--- src/rtl/tbc_pkg.sv ---
package tbc_pkg;
  localparam int ADDR_W = 5;
  localparam int DATA_W = 8;

  typedef enum logic [1:0] {
    PM_ACTIVE  = 2'b00,
    PM_STARTUP = 2'b01,
    PM_LOWPWR  = 2'b10,
    PM_OFF     = 2'b11
  } pm_state_t;

  localparam logic [ADDR_W-1:0] A_MASK  = 5'h00;
  localparam logic [ADDR_W-1:0] A_DAC0  = 5'h02;
  localparam logic [ADDR_W-1:0] A_BOOST = 5'h10;
  localparam logic [ADDR_W-1:0] A_PMODE = 5'h1C;

  localparam logic [1:0] REQ_RUN     = 2'b00;
  localparam logic [1:0] REQ_RESTART = 2'b01;
  localparam logic [1:0] REQ_SLEEP   = 2'b10;
endpackage

--- src/rtl/tbc_mode_fsm.sv ---
module tbc_mode_fsm
  import tbc_pkg::*;
#(
  parameter int START_CYC = 16
) (
  input  logic      clk,
  input  logic      rst,
  input  logic      vio_ok,
  input  logic      pm_req_vld,
  input  logic [1:0] pm_req,
  output pm_state_t st_q,
  output pm_state_t st_n
);
  localparam int CNT_W = $clog2(START_CYC + 1);
  localparam logic [CNT_W-1:0] LAST = CNT_W'(START_CYC - 1);

  logic             vio_q;
  logic [CNT_W-1:0] cnt_q, cnt_n;
  logic             vio_rise;

  assign vio_rise = vio_ok & ~vio_q;

  always_comb begin
    st_n  = st_q;
    cnt_n = cnt_q;
    if (!vio_ok) begin
      st_n = PM_OFF;
    end else begin
      case (st_q)
        PM_OFF: if (vio_rise) begin
          st_n  = PM_STARTUP;
          cnt_n = '0;
        end
        PM_STARTUP: begin
          if (cnt_q == LAST) st_n = PM_ACTIVE;
          else               cnt_n = cnt_q + 1'b1;
        end
        PM_ACTIVE: if (pm_req_vld) begin
          if (pm_req == REQ_RESTART) begin
            st_n  = PM_STARTUP;
            cnt_n = '0;
          end else if (pm_req == REQ_SLEEP) begin
            st_n = PM_LOWPWR;
          end
        end
        PM_LOWPWR: if (pm_req_vld) begin
          if (pm_req == REQ_RESTART) begin
            st_n  = PM_STARTUP;
            cnt_n = '0;
          end else if (pm_req == REQ_RUN) begin
            st_n = PM_ACTIVE;
          end
        end
        default: st_n = PM_OFF;
      endcase
    end
  end

  always_ff @(posedge clk) begin
    if (rst) begin
      st_q  <= PM_OFF;
      vio_q <= 1'b0;
      cnt_q <= '0;
    end else begin
      st_q  <= st_n;
      vio_q <= vio_ok;
      cnt_q <= cnt_n;
    end
  end

  // a low supply level always lands in shutdown
  a_r1_off_when_low: assert property (@(posedge clk) disable iff (rst)
    !vio_ok |=> (st_q == PM_OFF));

  // startup holds until its counter has reached the last cycle
  a_r3_startup_holds: assert property (@(posedge clk) disable iff (rst)
    (st_q == PM_STARTUP && cnt_q != LAST && vio_ok) |=> (st_q == PM_STARTUP));

  // leaving startup for active happens only at the last count
  a_r3_startup_exit: assert property (@(posedge clk) disable iff (rst)
    (st_q == PM_ACTIVE && $past(st_q) == PM_STARTUP) |-> ($past(cnt_q) == LAST));
endmodule

--- src/rtl/tbc_ctrl_regs.sv ---
module tbc_ctrl_regs
  import tbc_pkg::*;
#(
  parameter int                N_OUT     = 3,
  parameter int                CODE_W    = 7,
  parameter int                BOOST_W   = 4,
  parameter logic [BOOST_W-1:0] BOOST_DEF = 4'hB
) (
  input  logic                    clk,
  input  logic                    rst,
  input  pm_state_t               st_q,
  input  pm_state_t               st_n,
  input  logic                    wr_en,
  input  logic [ADDR_W-1:0]       wr_addr,
  input  logic [DATA_W-1:0]       wr_data,
  output logic                    pm_req_vld,
  output logic [1:0]              pm_req,
  output logic [N_OUT-1:0]        mask_n,
  output logic [N_OUT-1:0]        dac_nz_n,
  output logic [BOOST_W-1:0]      boost_q,
  output logic [N_OUT*CODE_W-1:0] dac_flat
);
  logic               wr_ok;
  logic               clear;
  logic [N_OUT-1:0]   mask_q;
  logic [BOOST_W-1:0] boost_n;

  assign wr_ok      = wr_en && (st_q == PM_ACTIVE || st_q == PM_LOWPWR);
  assign clear      = (st_n == PM_OFF) || (st_n == PM_STARTUP);
  assign pm_req_vld = wr_ok && (wr_addr == A_PMODE);
  assign pm_req     = wr_data[7:6];

  always_comb begin
    mask_n  = mask_q;
    boost_n = boost_q;
    if (clear) begin
      mask_n  = '0;
      boost_n = BOOST_DEF;
    end else if (wr_ok) begin
      if (wr_addr == A_MASK)  mask_n  = wr_data[N_OUT-1:0];
      if (wr_addr == A_BOOST) boost_n = wr_data[BOOST_W-1:0];
    end
  end

  always_ff @(posedge clk) begin
    if (rst) begin
      mask_q  <= '0;
      boost_q <= BOOST_DEF;
    end else begin
      mask_q  <= mask_n;
      boost_q <= boost_n;
    end
  end

  for (genvar g = 0; g < N_OUT; g++) begin : g_dac
    localparam logic [ADDR_W-1:0] A_THIS = A_DAC0 + ADDR_W'(g);
    logic [CODE_W-1:0] code_q, code_n;

    always_comb begin
      code_n = code_q;
      if (clear)                              code_n = '0;
      else if (wr_ok && wr_addr == A_THIS)    code_n = wr_data[CODE_W-1:0];
    end

    always_ff @(posedge clk) begin
      if (rst) code_q <= '0;
      else     code_q <= code_n;
    end

    assign dac_flat[g*CODE_W +: CODE_W] = code_q;
    assign dac_nz_n[g]                  = |code_n;
  end

  // register contents sit at their defaults throughout startup
  a_r2_defaults_in_startup: assert property (@(posedge clk) disable iff (rst)
    (st_q == PM_STARTUP) |-> (mask_q == '0 && boost_q == BOOST_DEF));

  // entering low power leaves the held settings untouched
  a_r6_lowpower_keeps: assert property (@(posedge clk) disable iff (rst)
    (st_q == PM_LOWPWR && $past(st_q) == PM_ACTIVE) |-> ($stable(mask_q) && $stable(boost_q)));
endmodule

--- src/rtl/tbc_out_drive.sv ---
module tbc_out_drive
  import tbc_pkg::*;
#(
  parameter int N_OUT = 3
) (
  input  logic             clk,
  input  logic             rst,
  input  pm_state_t        st_n,
  input  logic [N_OUT-1:0] mask_n,
  input  logic [N_OUT-1:0] nz_n,
  output logic             boost_en,
  output logic             iface_en,
  output logic             regs_clr,
  output logic [N_OUT-1:0] out_drv,
  output logic [N_OUT-1:0] out_hiz,
  output logic [N_OUT-1:0] out_pd
);
  always_ff @(posedge clk) begin
    if (rst) begin
      boost_en <= 1'b0;
      iface_en <= 1'b0;
      regs_clr <= 1'b1;
    end else begin
      boost_en <= (st_n == PM_STARTUP) || (st_n == PM_ACTIVE);
      iface_en <= (st_n != PM_OFF);
      regs_clr <= (st_n == PM_OFF) || (st_n == PM_STARTUP);
    end
  end

  for (genvar g = 0; g < N_OUT; g++) begin : g_ch
    always_ff @(posedge clk) begin
      if (rst) begin
        out_drv[g] <= 1'b0;
        out_hiz[g] <= 1'b1;
        out_pd[g]  <= 1'b0;
      end else if (st_n == PM_ACTIVE && mask_n[g]) begin
        out_drv[g] <= nz_n[g];
        out_hiz[g] <= 1'b0;
        out_pd[g]  <= ~nz_n[g];
      end else begin
        out_drv[g] <= 1'b0;
        out_hiz[g] <= 1'b1;
        out_pd[g]  <= 1'b0;
      end
    end

    // each output is in exactly one drive state
    a_r5_single_state: assert property (@(posedge clk) disable iff (rst)
      $onehot({out_drv[g], out_hiz[g], out_pd[g]}));
  end
endmodule

--- src/rtl/tuner_bias_ctrl.sv ---
module tuner_bias_ctrl
  import tbc_pkg::*;
#(
  parameter int                N_OUT     = 3,
  parameter int                CODE_W    = 7,
  parameter int                BOOST_W   = 4,
  parameter logic [BOOST_W-1:0] BOOST_DEF = 4'hB,
  parameter int                START_CYC = 16
) (
  input  logic                    clk,
  input  logic                    rst,
  input  logic                    vio_ok,
  input  logic                    wr_en,
  input  logic [ADDR_W-1:0]       wr_addr,
  input  logic [DATA_W-1:0]       wr_data,
  output logic [1:0]              mode_o,
  output logic                    boost_en,
  output logic [BOOST_W-1:0]      boost_code,
  output logic                    iface_en,
  output logic                    regs_clr,
  output logic [N_OUT-1:0]        out_drv,
  output logic [N_OUT-1:0]        out_hiz,
  output logic [N_OUT-1:0]        out_pd,
  output logic [N_OUT*CODE_W-1:0] dac_code
);
  pm_state_t        st_q, st_n;
  logic             pm_req_vld;
  logic [1:0]       pm_req;
  logic [N_OUT-1:0] mask_n, nz_n;

  tbc_mode_fsm #(.START_CYC(START_CYC)) u_fsm (
    .clk(clk), .rst(rst), .vio_ok(vio_ok),
    .pm_req_vld(pm_req_vld), .pm_req(pm_req),
    .st_q(st_q), .st_n(st_n)
  );

  tbc_ctrl_regs #(
    .N_OUT(N_OUT), .CODE_W(CODE_W), .BOOST_W(BOOST_W), .BOOST_DEF(BOOST_DEF)
  ) u_regs (
    .clk(clk), .rst(rst), .st_q(st_q), .st_n(st_n),
    .wr_en(wr_en), .wr_addr(wr_addr), .wr_data(wr_data),
    .pm_req_vld(pm_req_vld), .pm_req(pm_req),
    .mask_n(mask_n), .dac_nz_n(nz_n),
    .boost_q(boost_code), .dac_flat(dac_code)
  );

  tbc_out_drive #(.N_OUT(N_OUT)) u_drv (
    .clk(clk), .rst(rst), .st_n(st_n), .mask_n(mask_n), .nz_n(nz_n),
    .boost_en(boost_en), .iface_en(iface_en), .regs_clr(regs_clr),
    .out_drv(out_drv), .out_hiz(out_hiz), .out_pd(out_pd)
  );

  assign mode_o = st_q;

  logic [N_OUT-1:0] code_nz;
  for (genvar g = 0; g < N_OUT; g++) begin : g_nz
    assign code_nz[g] = |dac_code[g*CODE_W +: CODE_W];
  end

  // shutdown keeps everything off and floating
  a_r1_off_quiet: assert property (@(posedge clk) disable iff (rst)
    (mode_o == PM_OFF) |-> (!boost_en && !iface_en && regs_clr && (&out_hiz)));

  // low power turns the boost off and floats every output
  a_r6_lowpower_outputs: assert property (@(posedge clk) disable iff (rst)
    (mode_o == PM_LOWPWR) |-> (!boost_en && iface_en && !regs_clr && (&out_hiz)));

  // a driven output always carries a non-zero code
  a_r5_drive_needs_code: assert property (@(posedge clk) disable iff (rst)
    (out_drv & ~code_nz) == '0);

  // startup runs the boost while all outputs float
  a_r2_startup_outputs: assert property (@(posedge clk) disable iff (rst)
    (mode_o == PM_STARTUP) |-> (boost_en && iface_en && regs_clr && (&out_hiz)));
endmodule

--- config.mk ---
export PLATFORM = sky130hd
export DESIGN_NAME = tuner_bias_ctrl
export DESIGN_NICKNAME = d
export VERILOG_FILES = /design/src/rtl/tbc_pkg.sv /design/src/rtl/tbc_mode_fsm.sv /design/src/rtl/tbc_ctrl_regs.sv /design/src/rtl/tbc_out_drive.sv /design/src/rtl/tuner_bias_ctrl.sv
export SDC_FILE = /design/constraint.sdc
export NUM_CORES = 1
export LEC_CHECK = 0
export BUFFER_PORTS_ARGS = -buffer_cell sky130_fd_sc_hd__buf_4
export CORE_ASPECT_RATIO = 1.1
export CORE_MARGIN = 2
export CORE_UTILIZATION = 45
export DETAILED_ROUTE_END_ITERATION = 10
export GPL_ROUTABILITY_DRIVEN = 0
export PLACE_DENSITY = 0.71
export SYNTH_ARGS = -nofsm -noshare
export SYNTH_HDL_FRONTEND = slang
export SYNTH_SLANG_ARGS = --single-unit
--- constraint.sdc ---
create_clock -name clk -period 2.25 [get_ports clk]
set_input_delay 0.1125 -clock clk [delete_from_list [all_inputs] [get_ports clk]]
set_output_delay 0.1125 -clock clk [all_outputs]
set_load 0.02 [all_outputs]
# Word level (Yosys, flattened, before mapping)
# Index checks and enable logic that the tools add are counted.
classes:
  add_sub_neg: 1
  eq_ne: 18
  n_mux: 27
  n_bitwise: 8
  reduce_logical: 25
ops:
  columns: ["operator", "n"]
  rows:
  - ["7-bit two-way mux", 6]
  - ["7-bit OR reduction", 3]
  - ["5-bit two-way mux", 4]
  - ["2-bit two-way mux", 9]
  - ["5-bit case mux with 3 select lines", 1]
  - ["5-bit by 2-bit equality test with 1-bit output, second input constant", 2]
  - ["5-bit equality test, second input constant", 2]
  - ["2-bit OR reduction", 5]
  - ["3-bit two-way mux", 3]
  - ["2-bit equality test, second input constant", 4]
  - ["1-bit logical AND", 8]
  - ["2-bit case mux with 4 select lines", 1]
  - ["1-bit NOT", 7]
  - ["2-bit by 1-bit equality test with 1-bit output, second input constant", 3]
  - ["2-bit zero test", 3]
  - ["2-bit by 1-bit inequality test with 1-bit output, second input constant", 3]
  - ["5-bit by 1-bit adder with 5-bit output, second input constant", 1]
  - ["5-bit by 3-bit equality test with 1-bit output, second input constant", 1]
  - ["5-bit by 4-bit equality test with 1-bit output, second input constant", 1]
  - ["5-bit zero test", 1]
  - ["5-bit AND reduction", 1]
  - ["2-bit inequality test, second input constant", 2]
  - ["1-bit logical OR", 3]
  - ["1-bit two-way mux", 3]
  - ["other kinds (2)", 2]
word_totals:
  regBits: 48
  input_bits: 17
  output_inout_bits: 39
  elab_cells: 99

# Longest topological paths before layout
logic_depth:
  word_depth: 13
  ltp_mapped: 8
  depth_no_buf: 8

# Modules after synthesis
# Synthesis repeated with hierarchy kept, for this count alone.
unflattened:
  hier_cells: 242
  area_unflattened_um2: 2144.6
by_module_without_submodules:
  columns: ["mod", "n_inst", "cells_per_inst", "area_each_um2", "seq_area_each_um2"]
  rows:
  - ["tbc_ctrl_regs", 1, 167, 1365.1, 560.5]
  - ["tbc_mode_fsm", 1, 49, 439.2, 160.2]
  - ["tbc_out_drive", 1, 26, 340.3, 240.2]

# Least setup slack after synthesis
# OpenSTA, ideal clock, no wires.
synth_timing:
  path_kind: "reg-to-reg"
  from: "reg u_drv.regs_clr (netlist name)"
  to: "reg u_drv.out_pd[2]"
  setup_time_ns: 0.087
  arrival_time_ns: 1.729
  required_ns: 2.163
  path_slack_ns: 0.433
  path_stages_with_launch: 6
  period_less_slack_ns: 1.817
  cell_sequence: "dfxtp_1 -> or4b_4 -> or2_1 -> buf_6 -> o2111ai_2 -> nor4b_4"
synth_lines:
  columns: ["element", "line", "source"]
  rows:
  - ["end signal: indexed assignment", "tbc_out_drive.sv:39", "out_pd[g] <= ~nz_n[g];"]
  - ["end: declaration", "tbc_out_drive.sv:16", "output logic [N_OUT-1:0] out_pd"]

# Worst setup path in the final report
layout_timing:
  from: "reg u_fsm.cnt_q[0]"
  to: "reg u_drv.out_hiz[1]"
layout_via:
  elab_chain_cells: 9
  elab_cells_between_ends: 11
layout_rtl:
  columns: ["element", "line", "source"]
  rows:
  - ["start: declaration", "tbc_mode_fsm.sv:18", "logic [CNT_W-1:0] cnt_q, cnt_n;"]
  - ["start signal: assignment", "tbc_mode_fsm.sv:67", "cnt_q <= cnt_n;"]
  - ["5-bit by 4-bit equality test with 1-bit output *", "tbc_mode_fsm.sv:35", "if (cnt_q == LAST) st_n = PM_ACTIVE;"]
  - ["2-bit two-way mux *", "tbc_mode_fsm.sv:35", null]
  - ["2-bit case mux with 4 select lines *", "tbc_mode_fsm.sv:29", "case (st_q)"]
  - ["2-bit two-way mux *", "tbc_mode_fsm.sv:26", "if (!vio_ok) begin"]
  - ["2-bit equality test or 2-bit by 1-bit equality test with 1-bit output (tied branches)", "tbc_ctrl_regs.sv:29", "assign clear = (st_n == PM_OFF) || (st_n == PM_STARTUP);"]
  - ["1-bit logical OR", "tbc_ctrl_regs.sv:29", null]
  - ["3-bit two-way mux", "tbc_ctrl_regs.sv:36", "if (clear) begin"]
  - ["1-bit logical AND *", "tbc_out_drive.sv:36", "end else if (st_n == PM_ACTIVE && mask_n[g]) begin"]
  - ["1-bit two-way mux *", "tbc_out_drive.sv:36", null]
  - ["end signal: indexed assignment", "tbc_out_drive.sv:34", "out_hiz[g] <= 1'b1;"]
  - ["end signal: indexed assignment", "tbc_out_drive.sv:38", "out_hiz[g] <= 1'b0;"]
  - ["end signal: indexed assignment", "tbc_out_drive.sv:42", "out_hiz[g] <= 1'b1;"]
  - ["end: declaration", "tbc_out_drive.sv:15", "output logic [N_OUT-1:0] out_hiz,"]
# Mark *: on every way between the ends. The rest lies on a longest branch, timed or not.
# A chain may end at the register's enable or synchronous reset.

==> flow_summary.json <==
{
  "p_leak_nw": 1.20,
  "die_h_um": 74.8,
  "cts-buffers-inserted": 5,
  "final_cell_mix": "buf_4 (62), dfxtp_1 (47), nor2_1 (28)",
  "drtPass1Iterations": 4,
  "start_kind": "flip-flop",
  "yosys.area_share.adder_pct": 1.22,
  "cts_hold_buf": 0,
  "synth_compound_area_share_pct": 11.4,
  "core.rowCount": 25,
  "die_w_um": 68.3,
  "vias_per_cell": 5.54,
  "syn2layout_area_growth_pct": 27.6,
  "worstPathRequired_ns": 2.44,
  "synth.area.top_cells": "dfxtp_1 (46%), mux2i_1 (12%), nor2_1 (5.1%)",
  "ys_ff_latch": 47,
  "drc": 0,
  "yosys.area.top_type": "dfxtp_1",
  "cp.arrival_ns": 2.21,
  "r2r-end": "u_drv.out_hiz[1]$_SDFF_PP1_",
  "tns_ns": 0,
  "hold_path_class": "in -> reg",
  "io_buffers": 55,
  "outcome": "complete, no violations",
  "drive_above_1_share_pct": 29.9,
  "cts.sinks": 47,
  "dpl.hpwl_um": 3600,
  "boundaryPins": 56,
  "final_common_cell": "buf_4",
  "seq_area_um2": 941,
  "ir_worst_vdd_mv": 0.367,
  "n_antenna_cell": 0,
  "synth_xor_area_share_pct": 0,
  "max_freq_mhz": 495,
  "drv_slew": 0,
  "multi_input_area_um2": 1030,
  "syn_area_um2": 2050,
  "r2r_cells": 7,
  "wl_per_cell_um": 14.9,
  "netlist_instances": 208,
  "async_flop_share_pct": 0,
  "crit_path_max_fanout": 8,
  "final_nets": 286,
  "yosys.area_share.simple_pct": 24.5,
  "end_kind": "flip-flop",
  "synth_top_family_by_area": "simple AND/OR/NAND/NOR gates",
  "rrSetupSlack_ns": 0.23,
  "drt_wl_total_um": 4810,
  "syn_area_per_cell_um2": 9.85,
  "ys_seq_area_share_pct": 45.9,
  "synth_nets": 227,
  "cts.repair.resized": 0,
  "vias": 1784,
  "r2r-start": "u_fsm.cnt_q[0]$_SDFFE_PP0P_",
  "yosysWarnings": 0,
  "antenna_found_initial": 0,
  "p_per_area_nw_per_um2": 539,
  "min_path_cells": 2,
  "setup_viol": 0,
  "grtUsageTotal_pct": 19.9,
  "fin_crit_sh_pct": 89.8,
  "htree_levels": 2,
  "cts_buffer_depth": 2,
  "hold_viol": 0,
  "die_area_um2": 5110,
  "grt_pass1_wl_um": 7530,
  "clk_pin_slew_ns": 0.09,
  "fill_cells": 406,
  "coreArea_um2": 4350,
  "slew_headroom_pct": 69.2,
  "postCtsSetupBuffers": 0,
  "yosysUniqueCellTypes": 47,
  "rsz0062_at_grt": "false",
  "drtAntennaViolNets": 0,
  "cts_tree": "done",
  "max_cap_violations": 0,
  "power_mw": 1.41,
  "drt-initial-drc-count": 156,
  "worstSkewPairLatency_ns": 0.30,
  "min_period_ns": 2.02,
  "start_util_pct": 47.1,
  "fin_worst_skew_ns": 0.00691,
  "synth_top_area_share_pct": 45.9,
  "synthMuxAreaShare_pct": 13.3,
  "cts_root_buffer": "clkbuf_8",
  "synth_flop_cell": "dfxtp_1",
  "grt_max_degree": 21,
  "grt_pass1_vias": 1574,
  "min_from": "rst",
  "overflow": 0,
  "min_to": "u_drv.iface_en$_SDFF_PP0_",
  "worst_pin_slew_ns": 0.460,
  "criticalPathCategory": "reg -> reg",
  "synth_edf_count": 0
}
## worst max path at each step
| stage | startpoint | endpoint | slack (ns) | depth (start not counted) |
|---|---|---|---|---|
| 2_1_floorplan | u_drv.regs_clr$_SDFF_PP1_ | u_drv.out_pd[2]$_SDFF_PP0_ | 0.43 | 5 |
| 3_3_place_gp | u_fsm.cnt_q[0]$_SDFFE_PP0P_ | u_drv.out_hiz[2]$_SDFF_PP1_ | 0.27 | 7 |
| 3_5_place_dp | u_fsm.cnt_q[0]$_SDFFE_PP0P_ | u_drv.out_hiz[1]$_SDFF_PP1_ | 0.24 | 7 |
| 4_1_cts | u_fsm.cnt_q[0]$_SDFFE_PP0P_ | u_drv.out_hiz[1]$_SDFF_PP1_ | 0.24 | 7 |
| 5_1_grt | u_fsm.cnt_q[0]$_SDFFE_PP0P_ | u_drv.out_hiz[1]$_SDFF_PP1_ | 0.08 | 7 |
| 6_report | u_fsm.cnt_q[0]$_SDFFE_PP0P_ | u_drv.out_hiz[1]$_SDFF_PP1_ | 0.23 | 7 |
## cell type report
cell class	instances	share of cell area (%)
tap	54	2.58
inverter	6	0.861
timing repair buffer	62	17.8
clock buffer	6	2.78
clock inverter	2	0.478
sequential	47	36.0
multi-input combinational	145	39.5
## flip-flops by register name, summed over array words and instances (netlist names)
signal,cells
u_regs.g_dac.code_q,21
u_fsm.cnt_q,5
u_regs.boost_q,4
u_drv.out_drv,3
u_drv.out_hiz,3
u_drv.out_pd,3
u_regs.mask_q,3
u_drv.boost_en,1
u_drv.iface_en,1
u_drv.regs_clr,1
u_fsm.st_q,1
u_fsm.vio_q,1
## power by group
group / switching, mW / leakage (nW) / internal, mW
clock network: 0.270 / 0.0412 / 0.217
logic: 0.0474 / 0.778 / 0.0352
registers: 0.00338 / 0.380 / 0.836
## per-stage QoR
step                instance area [µm²]  worst slack, ns  hold WS [ns]  cells  util, %
global placement                   2530            0.270         0.357    314     58.2
floorplan                          2050            0.433         0.253    208        -
detailed placement                 2530            0.237         0.364    314     58.2
global route                       2620           0.0801        0.0435    322     60.1
CTS                                2620            0.236        0.0404    322     60.1
finish                             2620            0.229        0.0439    322     60.1
## Yosys cell counts (all sizes together) (2+ instances only)
master,instances
a21boi,4
a21oi,7
and2,4
and3,4
and4b,3
and4bb,2
buf,5
clkbuf,5
dfxtp,47
ha,2
inv,6
mux2,2
mux2i,25
nand2,7
nand2b,3
nand3,7
nor2,28
nor2b,2
nor3,7
nor4,6
nor4b,3
o2111ai,2
o211ai,5
o31ai,4
or3,3
## worst max-delay path, cell delays in order, from the launching register on
cell and delay (ns):
dfxtp_1 0.39, ha_1 0.17, and3_1 0.16, ha_1 0.16, nand2b_1 0.14, a21boi_1 0.27
nand2_1 0.23, or3_1 0.41
## layer usage
| layer | vias to the layer above | global-route usage [%] | routed length (µm) |
|---|---|---|---|
| li1 | 880 | - | - |
| met1 | 835 | 26.0 | 2210 |
| met2 | 61 | 32.1 | 2230 |
| met3 | 8 | 4.33 | 287 |
| met4 | 0 | 7.33 | 87 |
| met5 | - | 0 | 0 |
## cells by family after synthesis
group	after synthesis
flip-flops	47
multiplexers	27
AND/OR/NAND/NOR	85
adder cells (fa/ha/maj)	2
AO/OA/AOI/OAI	31
buffers and inverters	16
(Power assumes the default switching activity.)
